File: config.mk
export PLATFORM = sky130hd
export DESIGN_NAME = cnv_stop_guard
export DESIGN_NICKNAME = d
export VERILOG_FILES = /design/src/rtl/cnv_stop_pkg.sv /design/src/rtl/stop_seq.sv /design/src/rtl/reg_bank.sv /design/src/rtl/mem_store.sv /design/src/rtl/cnv_stop_guard.sv
export SDC_FILE = /design/constraint.sdc
export NUM_CORES = 1
export LEC_CHECK = 0
export ABC_AREA = 0
export BUFFER_PORTS_ARGS = -buffer_cell sky130_fd_sc_hd__buf_2
export CAP_MARGIN = 20
export CORE_MARGIN = 5
export CORE_UTILIZATION = 61
export CTS_CLUSTER_SIZE = 40
export DETAILED_ROUTE_END_ITERATION = 6
export GPL_TIMING_DRIVEN = 0
export HOLD_SLACK_MARGIN = 0.08
export PLACE_DENSITY = 0.78
export SLEW_MARGIN = 20
export SYNTH_ARGS = -nofsm -noshare
export SYNTH_HDL_FRONTEND = slang
export SYNTH_SLANG_ARGS = --single-unit
File: constraint.sdc
create_clock -name clk -period 4.99 [get_ports clk]
set_input_delay 0.499 -clock clk [delete_from_list [all_inputs] [get_ports clk]]
set_output_delay 0.499 -clock clk [all_outputs]
set_load 0.05 [all_outputs]
File: src/rtl/cnv_stop_pkg.sv
// Shared types for the stop-mode access controller.
// Assumes ten control/status registers in the lower address half.
package cnv_stop_pkg;

    typedef enum logic [1:0] {
        PH_RUN  = 2'd0,
        PH_HALT = 2'd1,
        PH_WARM = 2'd2
    } phase_t;

    typedef enum logic [2:0] {
        GRP_OPEN = 3'd0,
        GRP_KEEP = 3'd1,
        GRP_WIPE = 3'd2,
        GRP_MEM  = 3'd3,
        GRP_NONE = 3'd4
    } grp_t;

    localparam int NUM_REGS = 10;

    // Maps a word address to its stop-mode policy group.
    function automatic grp_t classify(input int unsigned a, input int unsigned mem_base);
        if (a >= mem_base)  return GRP_MEM;
        else if (a < 3)     return GRP_OPEN;
        else if (a < 6)     return GRP_KEEP;
        else if (a < 10)    return GRP_WIPE;
        else                return GRP_NONE;
    endfunction

endpackage

File: src/rtl/stop_seq.sv
// Stop sequencer: tracks run / halted / warming phases and the recovery count.
// Assumes RECOVERY_CYCLES >= 1. enter_o is combinational and marks the
// edge at which stop is taken.
module stop_seq
    import cnv_stop_pkg::*;
#(
    parameter int RECOVERY_CYCLES = 64
) (
    input  logic   clk,
    input  logic   rst_n,
    input  logic   stop_req,
    input  logic   busy_in,
    output phase_t phase_o,
    output logic   enter_o,
    output logic   abort_o
);
    localparam int CNT_W = $clog2(RECOVERY_CYCLES + 1);

    phase_t           phase;
    logic [CNT_W-1:0] cnt;

    // Stop is taken whenever the bit is sampled high outside the halted phase.
    assign enter_o = stop_req && (phase != PH_HALT);
    assign phase_o = phase;

    // Phase transitions, recovery countdown and the registered abort pulse.
    always_ff @(posedge clk) begin
        if (!rst_n) begin
            phase   <= PH_RUN;
            cnt     <= '0;
            abort_o <= 1'b0;
        end else begin
            abort_o <= enter_o && busy_in;
            case (phase)
                PH_HALT: begin
                    if (!stop_req) begin
                        phase <= PH_WARM;
                        cnt   <= CNT_W'(RECOVERY_CYCLES);
                    end
                end
                PH_WARM: begin
                    if (stop_req)       phase <= PH_HALT;
                    else if (cnt <= 1)  phase <= PH_RUN;
                    else                cnt   <= cnt - 1'b1;
                end
                default: begin
                    if (stop_req) phase <= PH_HALT;
                end
            endcase
        end
    end

    assert_abort_once_R2: assert property (@(posedge clk) disable iff (!rst_n)
        abort_o |=> !abort_o);

endmodule

File: src/rtl/reg_bank.sv
// Control/status register bank with a per-group stop-mode write policy.
// Assumes idx addresses registers 0..NUM_REGS-1; other indices read zero
// and drop writes. Reads are combinational.
module reg_bank
    import cnv_stop_pkg::*;
#(
    parameter int DATA_W = 16,
    parameter int IDX_W  = 4
) (
    input  logic              clk,
    input  logic              rst_n,
    input  logic              halted,
    input  logic              clear,
    input  logic              wr_en,
    input  logic [IDX_W-1:0]  idx,
    input  logic [DATA_W-1:0] wdata,
    output logic [DATA_W-1:0] rdata
);
    logic [DATA_W-1:0] q [NUM_REGS];

    for (genvar g = 0; g < NUM_REGS; g++) begin : g_reg
        localparam grp_t GRP = classify(g, 1 << IDX_W);
        localparam bit   WRITABLE_IN_HALT = (GRP == GRP_OPEN);

        // One register: clear on stop entry for the wiped group, else gated write.
        always_ff @(posedge clk) begin
            if (!rst_n)
                q[g] <= '0;
            else if (clear && GRP == GRP_WIPE)
                q[g] <= '0;
            else if (wr_en && idx == IDX_W'(g) && (!halted || WRITABLE_IN_HALT))
                q[g] <= wdata;
        end

        if (GRP == GRP_KEEP) begin : g_keep_chk
            assert_keep_hold_R4: assert property (@(posedge clk) disable iff (!rst_n)
                halted |=> $stable(q[g]));
        end
        if (GRP == GRP_WIPE) begin : g_wipe_chk
            assert_wipe_zero_R5: assert property (@(posedge clk) disable iff (!rst_n)
                (clear || halted) |=> (q[g] == '0));
        end
    end

    // Read mux, zero for unmapped indices.
    always_comb begin
        rdata = '0;
        if (int'(idx) < NUM_REGS) rdata = q[idx];
    end

endmodule

File: src/rtl/mem_store.sv
// Result/command word store. While halted it keeps its contents, drops
// writes and reads zero. Assumes the caller gates writes to its own range.
module mem_store #(
    parameter int DATA_W = 16,
    parameter int DEPTH  = 16
) (
    input  logic                     clk,
    input  logic                     rst_n,
    input  logic                     halted,
    input  logic                     wr_en,
    input  logic [$clog2(DEPTH)-1:0] idx,
    input  logic [DATA_W-1:0]        wdata,
    output logic [DATA_W-1:0]        rdata
);
    logic [DATA_W-1:0] mem [DEPTH];

    for (genvar i = 0; i < DEPTH; i++) begin : g_word
        // One word: cleared by reset, written only outside stop.
        always_ff @(posedge clk) begin
            if (!rst_n)
                mem[i] <= '0;
            else if (wr_en && !halted && idx == $clog2(DEPTH)'(i))
                mem[i] <= wdata;
        end

        assert_mem_hold_R6: assert property (@(posedge clk) disable iff (!rst_n)
            halted |=> $stable(mem[i]));
    end

    // Read path blanked while stopped.
    assign rdata = halted ? '0 : mem[idx];

endmodule

File: src/rtl/cnv_stop_guard.sv
// Top: stop-mode access controller. It combines the stop sequencer, the
// register bank and the memory store, and decodes the bus. Accesses finish
// in one cycle; the bus side never stalls.
module cnv_stop_guard
    import cnv_stop_pkg::*;
#(
    parameter int DATA_W          = 16,
    parameter int ADDR_W          = 5,
    parameter int RECOVERY_CYCLES = 64
) (
    input  logic              clk,
    input  logic              rst_n,
    input  logic              stop_req,
    input  logic              busy_in,
    input  logic              trig_in,
    input  logic              bus_valid,
    input  logic              bus_we,
    input  logic [ADDR_W-1:0] bus_addr,
    input  logic [DATA_W-1:0] bus_wdata,
    output logic [DATA_W-1:0] bus_rdata,
    output logic              bus_err,
    output logic              conv_clk_en,
    output logic              seq_abort,
    output logic              timer_hold,
    output logic              ready,
    output logic              conv_start
);
    localparam int IDX_W     = ADDR_W - 1;
    localparam int MEM_DEPTH = 1 << IDX_W;

    phase_t            phase;
    logic              enter;
    logic              halted;
    grp_t              grp;
    logic [DATA_W-1:0] reg_rd;
    logic [DATA_W-1:0] mem_rd;

    stop_seq #(.RECOVERY_CYCLES(RECOVERY_CYCLES)) u_seq (
        .clk(clk), .rst_n(rst_n), .stop_req(stop_req), .busy_in(busy_in),
        .phase_o(phase), .enter_o(enter), .abort_o(seq_abort)
    );

    reg_bank #(.DATA_W(DATA_W), .IDX_W(IDX_W)) u_regs (
        .clk(clk), .rst_n(rst_n), .halted(halted), .clear(enter),
        .wr_en(bus_valid && bus_we && !bus_addr[ADDR_W-1]),
        .idx(bus_addr[IDX_W-1:0]), .wdata(bus_wdata), .rdata(reg_rd)
    );

    mem_store #(.DATA_W(DATA_W), .DEPTH(MEM_DEPTH)) u_mem (
        .clk(clk), .rst_n(rst_n), .halted(halted),
        .wr_en(bus_valid && bus_we && bus_addr[ADDR_W-1]),
        .idx(bus_addr[IDX_W-1:0]), .wdata(bus_wdata), .rdata(mem_rd)
    );

    // Mode outputs derived from the sequencer phase.
    assign halted      = (phase == PH_HALT);
    assign conv_clk_en = !halted;
    assign timer_hold  = halted;
    assign ready       = (phase == PH_RUN);
    assign conv_start  = trig_in && ready;

    // Address decode, read mux and the refusal flag.
    always_comb begin
        grp     = classify(int'(bus_addr), MEM_DEPTH);
        bus_err = bus_valid && halted && (grp == GRP_MEM);
        case (grp)
            GRP_MEM:  bus_rdata = mem_rd;
            GRP_NONE: bus_rdata = '0;
            default:  bus_rdata = reg_rd;
        endcase
    end

    assert_halt_outputs_R1: assert property (@(posedge clk) disable iff (!rst_n)
        ($past(rst_n) && $past(stop_req)) |-> (!conv_clk_en && timer_hold && !ready));
    assert_ready_after_warm_R7: assert property (@(posedge clk) disable iff (!rst_n)
        ($past(rst_n) && $rose(ready)) |-> !$past(stop_req));
    assert_start_gate_R8: assert property (@(posedge clk) disable iff (!rst_n)
        conv_start |-> (conv_clk_en && !timer_hold));
    assert_err_only_halt_R6: assert property (@(posedge clk) disable iff (!rst_n)
        bus_err |-> (timer_hold && bus_rdata == '0));

endmodule

Yosys cells after proc, flatten, opt, wreduce, memory -nomap -nowiden
Memory sizes are Yosys's and may differ from the RTL's.
Cells that the tools add are included.
{"block": "word_totals", "reg_bits": 10, "inputBits": 28, "mem_count": 2, "mem_bits_rw": 416, "mem_bits_ro": 0, "latchBits": 0, "out_inout_bits": 22}
{"memory": "u_mem.mem", "words": 16, "width": 16, "rd": 1, "rd_clocked_by_memory_dff": 0, "wr": 16, "line": "mem_store.sv:15", "text": "logic [DATA_W-1:0] mem [DEPTH];"}
{"memory": "u_regs.q", "words": 10, "width": 16, "rd": 1, "rd_clocked_by_memory_dff": 0, "wr": 10, "line": "reg_bank.sv:19", "text": "logic [DATA_W-1:0] q [NUM_REGS];"}
{"block": "classes", "eq_ne": 24, "magnitude_cmp": 6, "n_mul": 0, "reduce_logical": 50, "n_addsub": 1, "shift": 0, "bitwise": 30, "n_div": 0, "mux": 132}
{"op": "16-bit 2-to-1 mux", "n": 32}
{"op": "1-bit 2-to-1 mux", "n": 86}
{"op": "1-bit logical AND", "n": 42}
{"op": "4-bit == test, second input constant", "n": 8}
{"op": "16-bit one-hot mux with 2 select lines", "n": 1}
{"op": "1-bit OR", "n": 30}
{"op": "7-bit 2-to-1 mux", "n": 3}
{"op": "4-bit by 3-bit == test with 1-bit output, second input constant", "n": 4}
{"op": "7-bit one-hot mux with 2 select lines", "n": 1}
{"op": "3-bit 2-to-1 mux", "n": 4}
{"op": "4-bit by 2-bit == test with 1-bit output, second input constant", "n": 2}
{"op": "2-bit 2-to-1 mux", "n": 4}
{"op": "7-bit by 1-bit less-or-equal comparator with 1-bit output, second input constant", "n": 1}
{"op": "7-bit by 1-bit subtractor with 7-bit output, second input constant", "n": 1}
{"op": "2-bit != test, second input constant", "n": 3}
{"op": "5-bit >= comparator, second input constant", "n": 1}
{"op": "5-bit by 2-bit < comparator with 1-bit output, second input constant", "n": 1}
{"op": "5-bit by 3-bit < comparator with 1-bit output, second input constant", "n": 1}
{"op": "5-bit by 4-bit < comparator with 1-bit output, second input constant", "n": 1}
{"op": "4-bit by 1-bit == test with 1-bit output, second input constant", "n": 1}
{"op": "4-bit logical NOT", "n": 1}
{"op": "4-bit < comparator, second input constant", "n": 1}
{"op": "2-bit one-hot mux with 2 select lines", "n": 1}
{"op": "4-bit AND reduction", "n": 1}
{"op": "11 further kinds", "n": 12}

Depth between registers and ports, before layout
Gate-level depths: netlist of run 1.
{"block": "depth", "depth_word": 9, "mapped_depth": 8, "ltp_nobuf": 6}

By module
From an unflattened synthesis of run 1, not the netlist that was laid out.
{"block": "hier_totals", "hier_cells": 1447, "area_unflattened_um2": 20163.1}
{"mod": "mem_store", "instances": 1, "cells_each": 788, "seq_area_each_um2": 7687.4, "area_each_um2": 11813.8}
{"mod": "reg_bank", "instances": 1, "cells_each": 532, "seq_area_each_um2": 4804.6, "area_each_um2": 7412.1}
{"mod": "stop_seq", "instances": 1, "cells_each": 66, "seq_area_each_um2": 200.2, "area_each_um2": 556.8}
{"mod": "cnv_stop_guard", "instances": 1, "cells_each": 61, "seq_area_each_um2": 0.0, "area_each_um2": 380.4}

Least setup slack after synthesis of run 1
No wires, ideal clock.
{"block": "synth_timing", "path_type": "in2reg", "startpoint": "input port bus_addr[3]", "endpoint": "memory u_regs.q[3][0] (enable)", "path_slack_ps": 1987, "cell_stages": 5, "arrival_ps": 2588, "setup_ps": 414, "cell_sequence": "buf_2 > or2_1 > buf_2 > clkbuf_1 > o31ai_1"}
{"item": "from (decl)", "line": "cnv_stop_guard.sv:18", "text": "input logic [ADDR_W-1:0] bus_addr,"}
{"item": "to (decl)", "line": "reg_bank.sv:19"}

Final worst setup path of run 1
{"block": "layout_timing", "startpoint": "register u_seq.phase[1] (netlist: u_seq.phase_o[1])", "endpoint": "output port bus_rdata[5]"}
{"block": "layout_via", "elab_chain_len": 3}
{"item": "from (decl)", "line": "stop_seq.sv:19", "text": "phase_t phase;"}
{"item": "from (signal assigned)", "line": "stop_seq.sv:29", "text": "phase <= PH_RUN;"}
{"item": "from (signal assigned)", "line": "stop_seq.sv:37", "text": "phase <= PH_WARM;"}
{"item": "from (signal assigned)", "line": "stop_seq.sv:42", "text": "if (stop_req) phase <= PH_HALT;"}
{"item": "2-bit by 1-bit == test with 1-bit output", "line": "cnv_stop_guard.sv:56", "text": "assign halted = (phase == PH_HALT);"}
{"item": "16-bit 2-to-1 mux", "line": "mem_store.sv:31", "text": "assign rdata = halted ? '0 : mem[idx];"}
{"item": "16-bit one-hot mux with 2 select lines", "line": "cnv_stop_guard.sv:66", "text": "case (grp)"}
{"item": "to (decl)", "line": "cnv_stop_guard.sv:20", "text": "output logic [DATA_W-1:0] bus_rdata,"}
No other way between the ends.

==> flow_summary.toml, run 1 <==
[run_status]
status = "finished, final reports clean"

[power_and_ir_drop]
p_leak_nw = 8.13
vdd_ir_drop_max_mv = 0.236
p_per_area_nw_per_um2 = 364

[setup_path]
cp-end-kind = "output pin"
worstPathRequired_ns = 4.49
crit_type = "reg -> out"
critPathSlowestCell = "nor3_2"
crit_chain = "nand2b_1 -> buf_4 -> inv_2 -> nor3_2 -> clkbuf_1 -> a22oi_1 -> o211ai_1 -> buf_2"
arrival_ns = 3.27
critPathMaxStageDelay_ns = 0.52
start_kind = "register"
worstPathMaxFanout = 10

[layout]
multi_input_area_um2 = 6700
fill_cells = 2133
layout.nets = 1463
syn2layout_area_growth_pct = 13.2
final_common_cell = "and2_1"
final-seq-area_um2 = 12700
final_cell_count_no_fill = 1910
drive_gt1_frac = 0.209
layout_common_cells = "and2_1, edfxtp_1, clkbuf_1, mux4_2, buf_2"

[synthesis]
synthTopCellsByArea = "edfxtp_1, and2_1, mux4_2"
synth_flop_cell = "edfxtp_1"
syn_area_um2 = 19800
synth_cells = 1319
synth-seq-area-share = 0.641
synth_cell_types = 53
avgSynthCellArea_um2 = 15.0
async_flop_share = 0
synth_warnings = 0
synth_nets = 1349
yosysTopAreaCell = "edfxtp_1"
ys_ff_latch = 426
netlist.area_leader.share = 0.631
synth_edf_count = 416

[timing]
setup_viol = 0
fmax_mhz = 265
finalWorstSetupSlack_ns = 1.22
rsz0062_at_grt = "no"
finalSetupTns_ns = 0
period_minus_slack_ns = 3.77
finClkSkew_ns = 0.0135
post-route-period-util = 0.755
slew_viol_final = 0
tightest_slew_ns = 1.02
max_slew_margin = 0.320
final_hold_viol_count = 0

[placed_design]
pre_cts_ws_ns = 1.42
dp_hpwl_um = 34200
placed_cells = 1829
gp_congestion = 0.999
port-buffer-count = 46

[clock_tree]
cts-buffers-inserted = 44
cts_tree = "built"
root_buffer = "clkbuf_16"
postCtsHoldBufs = 0
htreeDepth = 2
clock_path_buffers = 3
insertion_delay_ns = 0.55
clock_sinks = 426
cts-resized-gates = 0
post_cts_buffers = 0
clk_pin_slew_ns = 0.06

[global_route]
antenna_found_initial = 0
grt_overflow_total = 0
grt_pass1_vias = 12087
grt_start_max_net_pins = 17
grt_pass1_wl_um = 73200
grt_util_all_layers = 0.272

[run]
drv_cap = 0

[floorplan]
die_y_um = 190
pin_count = 50
die_x_um = 190
start_util = 0.613
core_um2 = 32300
dieArea_um2 = 36100
rows = 66

[detailed_routing]
num_vias = 11822
route.detailed.drc = 0
drt-wirelength-per-cell_um = 25.2
viasPerCell = 6.19
ant_nets = 0
first_iter_violations = 1552
dr.pass1.iters = 5
wirelength_um = 48100

[worst_hold_path]
hold_class = "in -> reg"
## routing by layer
| metal | GRT usage | share of wire | up-vias |
|---|---|---|---|
| met2 | 0.457 | 0.50 | 585 |
| met1 | 0.374 | 0.39 | 5970 |
| met3 | 0.0398 | 0.078 | 108 |
| li1 | - | - | 5159 |
| met4 | 0.0874 | 0.033 | 0 |
| met5 | 0 | 0 | - |
## through the flow
step / area [µm²] / hold WS (ns) / util / power, mW
finish: 22400 / 0.230 / 0.694 / 8.16
global route: 22400 / 0.246 / 0.694 / 8.37
CTS: 22400 / 0.218 / 0.694 / 8.16
detailed placement: 20900 / 0.481 / 0.648 / 4.85
global placement: 20600 / 0.470 / 0.637 / 4.81
floorplan: 19800 / 0.449 / - / 4.60
## cell families (layout without fill, tap and decap cells)
kind of cell	Yosys count	in the layout	share of synthesized area
simple gates	524	524	0.172
other cells	0	1	0
fa+ha+maj	2	2	0.00126
mux	129	129	0.116
compound gates	124	124	0.0449
buf+inv	114	262	0.0247
flops	426	426	0.641
## critical path, delay by kind of cell, from the launching register on
| kind | cells | cell delay (ns) |
|---|---|---|
| flops | 1 | 0.45 |
| compound gates | 2 | 0.48 |
| buf+inv | 4 | 1.14 |
| simple gates | 2 | 0.66 |
## path summary, 6_finish.rpt
| kind | from | depth (start not counted) | end | slack (ns) |
|---|---|---|---|---|
| max | u_seq.phase_o[1] | 8 | bus_rdata[5] | 1.22 |
| min | busy_in | 2 | u_seq.abort_o | 0.23 |
| max reg2reg | u_seq.phase_o[1] | 5 | u_regs.q[7][5] | 2.16 |
| min reg2reg | u_seq.cnt[5] | 2 | u_seq.cnt[5] | 0.49 |
## area by class of cell
class	count	area share
clock buffer	51	0.0513
buffer	108	0.0208
multi-input combinational	779	0.299
inverter	6	0.00101
antenna	1	0.000112
tap	442	0.0247
timing repair buffer	68	0.0220
sequential	426	0.566
clock inverter	29	0.0145
## synthesized netlist by cell type, drive strengths merged, types with 2 or more instances
library cell	count
nor3	25
a211oi	16
or4	3
a22oi	32
inv	6
nand3	2
nor2b	2
nor2	25
nor4	3
or3b	3
clkbuf	80
o21ai	25
mux4	80
or2	9
o31ai	5
buf	28
o211ai	17
nand2b	11
nor4b	2
edfxtp	416
ha	2
and2	419
o32ai	16
nand2	12
dfxtp	10
mux2i	49
a21oi	7
## state kept, by name, indices dropped and copies added, names as in the netlist
name	count
u_mem.mem	256
u_regs.q	160
u_seq.cnt	7
u_seq.phase_o	2
u_seq.abort_o	1
## where the power goes
part | internal, mW | total [mW] | switching, mW
Combinational | 0.216 | 0.661 | 0.446
Sequential | 4.07 | 4.12 | 0.0476
Clock | 2.01 | 3.37 | 1.36
Power figures use the tool's default switching activity.
==> run 2, diff against run 1 <==
Clock period 4.99 ns to 3.7 ns, I/O delays scaled along.
==> flow_summary.toml, run 2 (synthesis results as in run 1) <==
[detailed_routing]
num_vias = 11817
dr.pass1.iters = 5
wirelength_um = 48000
viasPerCell = 6.19
route.detailed.drc = 0
drt-wirelength-per-cell_um = 25.1
ant_nets = 0
first_iter_violations = 1543

[floorplan]
dieArea_um2 = 36100
start_util = 0.613
die_y_um = 190
core_um2 = 32300
die_x_um = 190
pin_count = 50
rows = 66

[timing]
finClkSkew_ns = 0.0138
whs_ns = 0.101
max_slew_margin = 0.327
rsz0062_at_grt = "no"
tightest_slew_ns = 1.01
period_minus_slack_ns = 3.51
fmax_mhz = 285
setup_viol = 0
slew_viol_final = 0
post-route-period-util = 0.949
final_hold_viol_count = 0

[global_route]
grt_pass1_wl_um = 73200
grt_overflow_total = 0
antenna_found_initial = 0
grt_pass1_vias = 12087
grt_start_max_net_pins = 17
grt_util_all_layers = 0.272

[worst_hold_path]
hp-start = "busy_in"
min_path_cells = 2
hold_class = "in -> reg"
hold-path-endpoint = "u_seq.abort_o"

[setup_path]
arrival_ns = 3.14
reg2reg_depth = 5
worstPathMaxFanout = 10
worstPathRequired_ns = 3.33
reg2reg_slack_ns = 0.88
cp-end-kind = "output pin"
crit_type = "reg -> out"
timing.rr.start = "u_seq.phase_o[1]"
r2r_end = "u_regs.q[7][5]"
start_kind = "register"

[run_status]
status = "finished, final reports clean"

[clock_tree]
root_buffer = "clkbuf_16"
insertion_delay_ns = 0.55
clock_sinks = 426
clock_path_buffers = 3
htreeDepth = 2
clk_pin_slew_ns = 0.06
cts_tree = "built"
cts-buffers-inserted = 44

[power_and_ir_drop]
vdd_ir_drop_max_mv = 0.317
p_leak_nw = 8.14
p_per_area_nw_per_um2 = 491

[layout]
top_regs = "u_mem.mem (256), u_regs.q (160), u_seq.cnt (7)"
syn2layout_area_growth_pct = 13.2
largest_reg_flops = 256
final_cell_count_no_fill = 1910
layout.nets = 1463
layout_common_cells = "and2_1, edfxtp_1, mux4_2, clkbuf_1, buf_2"
final_area_um2 = 22400
drive_gt1_frac = 0.210
final_common_cell = "and2_1"
largest_register = "u_mem.mem"

[run]
drv_cap = 0

[placed_design]
gp_congestion = 0.999
placed_cells = 1829
placed_area_um2 = 20900
dp_hpwl_um = 34200
port-buffer-count = 46
run 2: final cells by class:
type	count	area, µm²
clock inverter	29	325
multi-input combinational	779	6700
fill	2132	9880
antenna	1	2.50
sequential	426	12700
clock buffer	51	1150
timing repair buffer	68	493
buffer	108	468
inverter	6	22.5
tap	442	553
run 2: repair_timing:
item | CTS | global route
hold buffers | 0 | 0
setup buffers | 0 | 0
resized for setup | 0 | 4
setup endpoints to repair | 0 | 3
run 2: worst max-delay path by stage:
stage,start,end,slack (ns),depth (start not counted)
2_1_floorplan,u_seq.phase_o[1],u_mem.mem[0][0],0.70,6
3_3_place_gp,bus_addr[3],u_regs.q[3][10],-0.47,5
3_5_place_dp,bus_addr[1],bus_rdata[7],0.39,8
4_1_cts,u_seq.phase_o[1],bus_rdata[5],0.14,8
5_1_grt,u_seq.phase_o[1],bus_rdata[6],0.04,8
6_report,u_seq.phase_o[1],bus_rdata[13],0.19,8
run 2: layer usage:
layer  GRT usage  share of wire  up-vias
li1            -              -     5163
met1       0.374           0.39     5950
met2       0.457           0.50      603
met3      0.0398          0.079      101
met4      0.0874          0.033        0
met5           0              0        -
run 2: stage by stage:
stage | utilization | power (mW) | setup TNS [ns] | setup WS [ns]
floorplan | - | 6.20 | 0 | 0.698
global placement | 0.637 | 6.48 | -87.10 | -0.470
detailed placement | 0.648 | 6.54 | 0 | 0.388
CTS | 0.694 | 11.0 | 0 | 0.137
global route | 0.694 | 11.3 | 0 | 0.0414
finish | 0.694 | 11.0 | 0 | 0.189
run 2: power by group:
group,total [mW],switching [mW],internal [mW]
sequential,5.56,0.0642,5.50
clock,4.55,1.83,2.71
combinational,0.892,0.601,0.291
total,11.0,2.50,8.50
run 2: critical path, stage by stage (launching register included):
cell and delay, ns:
dfxtp_1 0.45, nand2b_1 0.14, buf_4 0.18, inv_2 0.13, nor3_2 0.46, clkbuf_1 0.48, a22oi_1 0.17, o211ai_1 0.24
buf_2 0.34
==> run 3, diff against run 2 <==
Settings changed: ABC_AREA 0 to not set, CORE_ASPECT_RATIO set to 1.4, RECOVER_POWER set to 25.
==> flow_summary.toml, run 3 (synthesis results as in run 1) <==
[clock_tree]
clock_sinks = 426
clock_path_buffers = 3
cts_tree = "built"
insertion_delay_ns = 0.55
cts-buffers-inserted = 39
root_buffer = "clkbuf_16"
clk_pin_slew_ns = 0.06
htreeDepth = 2
postCtsHoldBufs = 0

[floorplan]
dieArea_um2 = 36200
rows = 78
die_x_um = 162
die_y_um = 223
core_um2 = 32200
pin_count = 50
start_util = 0.614

[layout]
drive_gt1_frac = 0.180
fin_util = 0.682
largest_reg_flops = 256
fill_cells = 2216
final_common_cell = "edfxtp_1"
largest_register = "u_mem.mem"
top_regs = "u_mem.mem (256), u_regs.q (160), u_seq.cnt (7)"
syn2layout_area_growth_pct = 10.9
layout_common_cells = "edfxtp_1, and2_1, clkbuf_1, and2_0, mux4_2"
layout.nets = 1458
final_area_um2 = 22000

[worst_hold_path]
hold_class = "in -> reg"

[setup_path]
cp-end-kind = "output pin"
cpLargestDelayFamily = "buffers and inverters"
reg2reg_slack_ns = 0.43
crit_start = "u_seq.phase_o[1]"
crit_chain = "nand2b_1 -> buf_4 -> inv_2 -> nor3_4 -> clkbuf_1 -> a22oi_1 -> o211ai_1 -> buf_2"
start_kind = "register"
crit_type = "reg -> out"
arrival_ns = 3.23
reg2reg_depth = 5
worstPathRequired_ns = 3.33
cp_num_cells = 8
r2r_end = "u_regs.q[8][8]"
worstPathMaxFanout = 10
path_buf_inv = 4
crit_path_end = "bus_rdata[13]"
critPathSlowestCell = "clkbuf_1"
critPathMaxStageDelay_ns = 0.52
timing.rr.start = "u_seq.phase_o[1]"

[timing]
post-route-period-util = 0.972
finalWorstSetupSlack_ns = 0.105
rsz0062_at_grt = "no"
tightest_slew_ns = 1.35
finalSetupTns_ns = 0
setup_viol = 0
finClkSkew_ns = 0.0106
period_minus_slack_ns = 3.60
final_hold_viol_count = 0
slew_viol_final = 0
fmax_mhz = 278
max_slew_margin = 0.0923

[global_route]
grt_overflow_total = 0
grt_pass1_wl_um = 73400
grt_start_max_net_pins = 17
grt_util_all_layers = 0.275
antenna_found_initial = 0
grt_pass1_vias = 12073

[placed_design]
placed_area_um2 = 20900
pre_cts_ws_ns = 0.384
dp_hpwl_um = 35800
port-buffer-count = 46
gp_congestion = 0.970

[power_and_ir_drop]
power.total_mw = 10.6
p_per_area_nw_per_um2 = 484
vdd_ir_drop_max_mv = 0.297
p_leak_nw = 7.79

[detailed_routing]
first_iter_violations = 910
ant_nets = 0
num_vias = 11661
drt-wirelength-per-cell_um = 26.4
route.detailed.drc = 0
dr.pass1.iters = 5
viasPerCell = 6.28
wirelength_um = 49100

[run_status]
status = "finished, final reports clean"

[run]
drv_cap = 0
run 3: per-stage QoR:
| stage | hold slack (ns) | instances |
|---|---|---|
| 2_1_floorplan | 0.449 | 1319 |
| 3_3_place_gp | 0.475 | 1765 |
| 3_5_place_dp | 0.476 | 1787 |
| 4_1_cts | 0.0829 | 1857 |
| 5_1_grt | 0.100 | 1857 |
| 6_report | 0.0909 | 1858 |
run 3: worst min-delay path by stage:
stage,startpoint,endpoint,cells past startpoint
finish,busy_in,u_seq.abort_o,2
global route,busy_in,u_seq.abort_o,2
CTS,busy_in,u_seq.abort_o,2
detailed placement,u_seq.cnt[5],u_seq.cnt[5],2
global placement,u_seq.cnt[5],u_seq.cnt[5],2
floorplan,u_seq.cnt[5],u_seq.cnt[5],2
run 3: power by group:
part	switching (mW)	internal (mW)
Sequential	0.0628	5.49
Combinational	0.588	0.283
Clock	1.75	2.45
run 3: worst register-to-register path, stage by stage, from the launching register on:
cell	delay (ns)
dfxtp_1	0.44
nand2b_1	0.14
buf_4	0.19
nand2_1	0.15
nor4_1	1.10
nand2b_1	0.87
run 3: layout make-up:
cell class,count,area (µm²),area share
antenna,1,2.50,0.000114
buffer,108,459,0.0209
clock buffer,51,1060,0.0484
clock inverter,19,245,0.0112
inverter,6,22.5,0.00103
multi-input combinational,779,6500,0.296
sequential,426,12700,0.578
tap,400,500,0.0228
timing repair buffer,68,467,0.0213
run 3: metal layers:
metal | routed length [µm] | vias up | global-route usage
met4 | 1700 | 0 | 0.0969
met2 | 27300 | 468 | 0.511
met1 | 17200 | 5948 | 0.326
met3 | 2820 | 116 | 0.0349
met5 | 0 | - | 0
li1 | - | 5129 | -
run 3: repair_timing:
action | CTS | global route
buffers inserted | 0 | 0
endpoints found under the setup margin | 10 | 0
gates resized for setup | 2 | 0
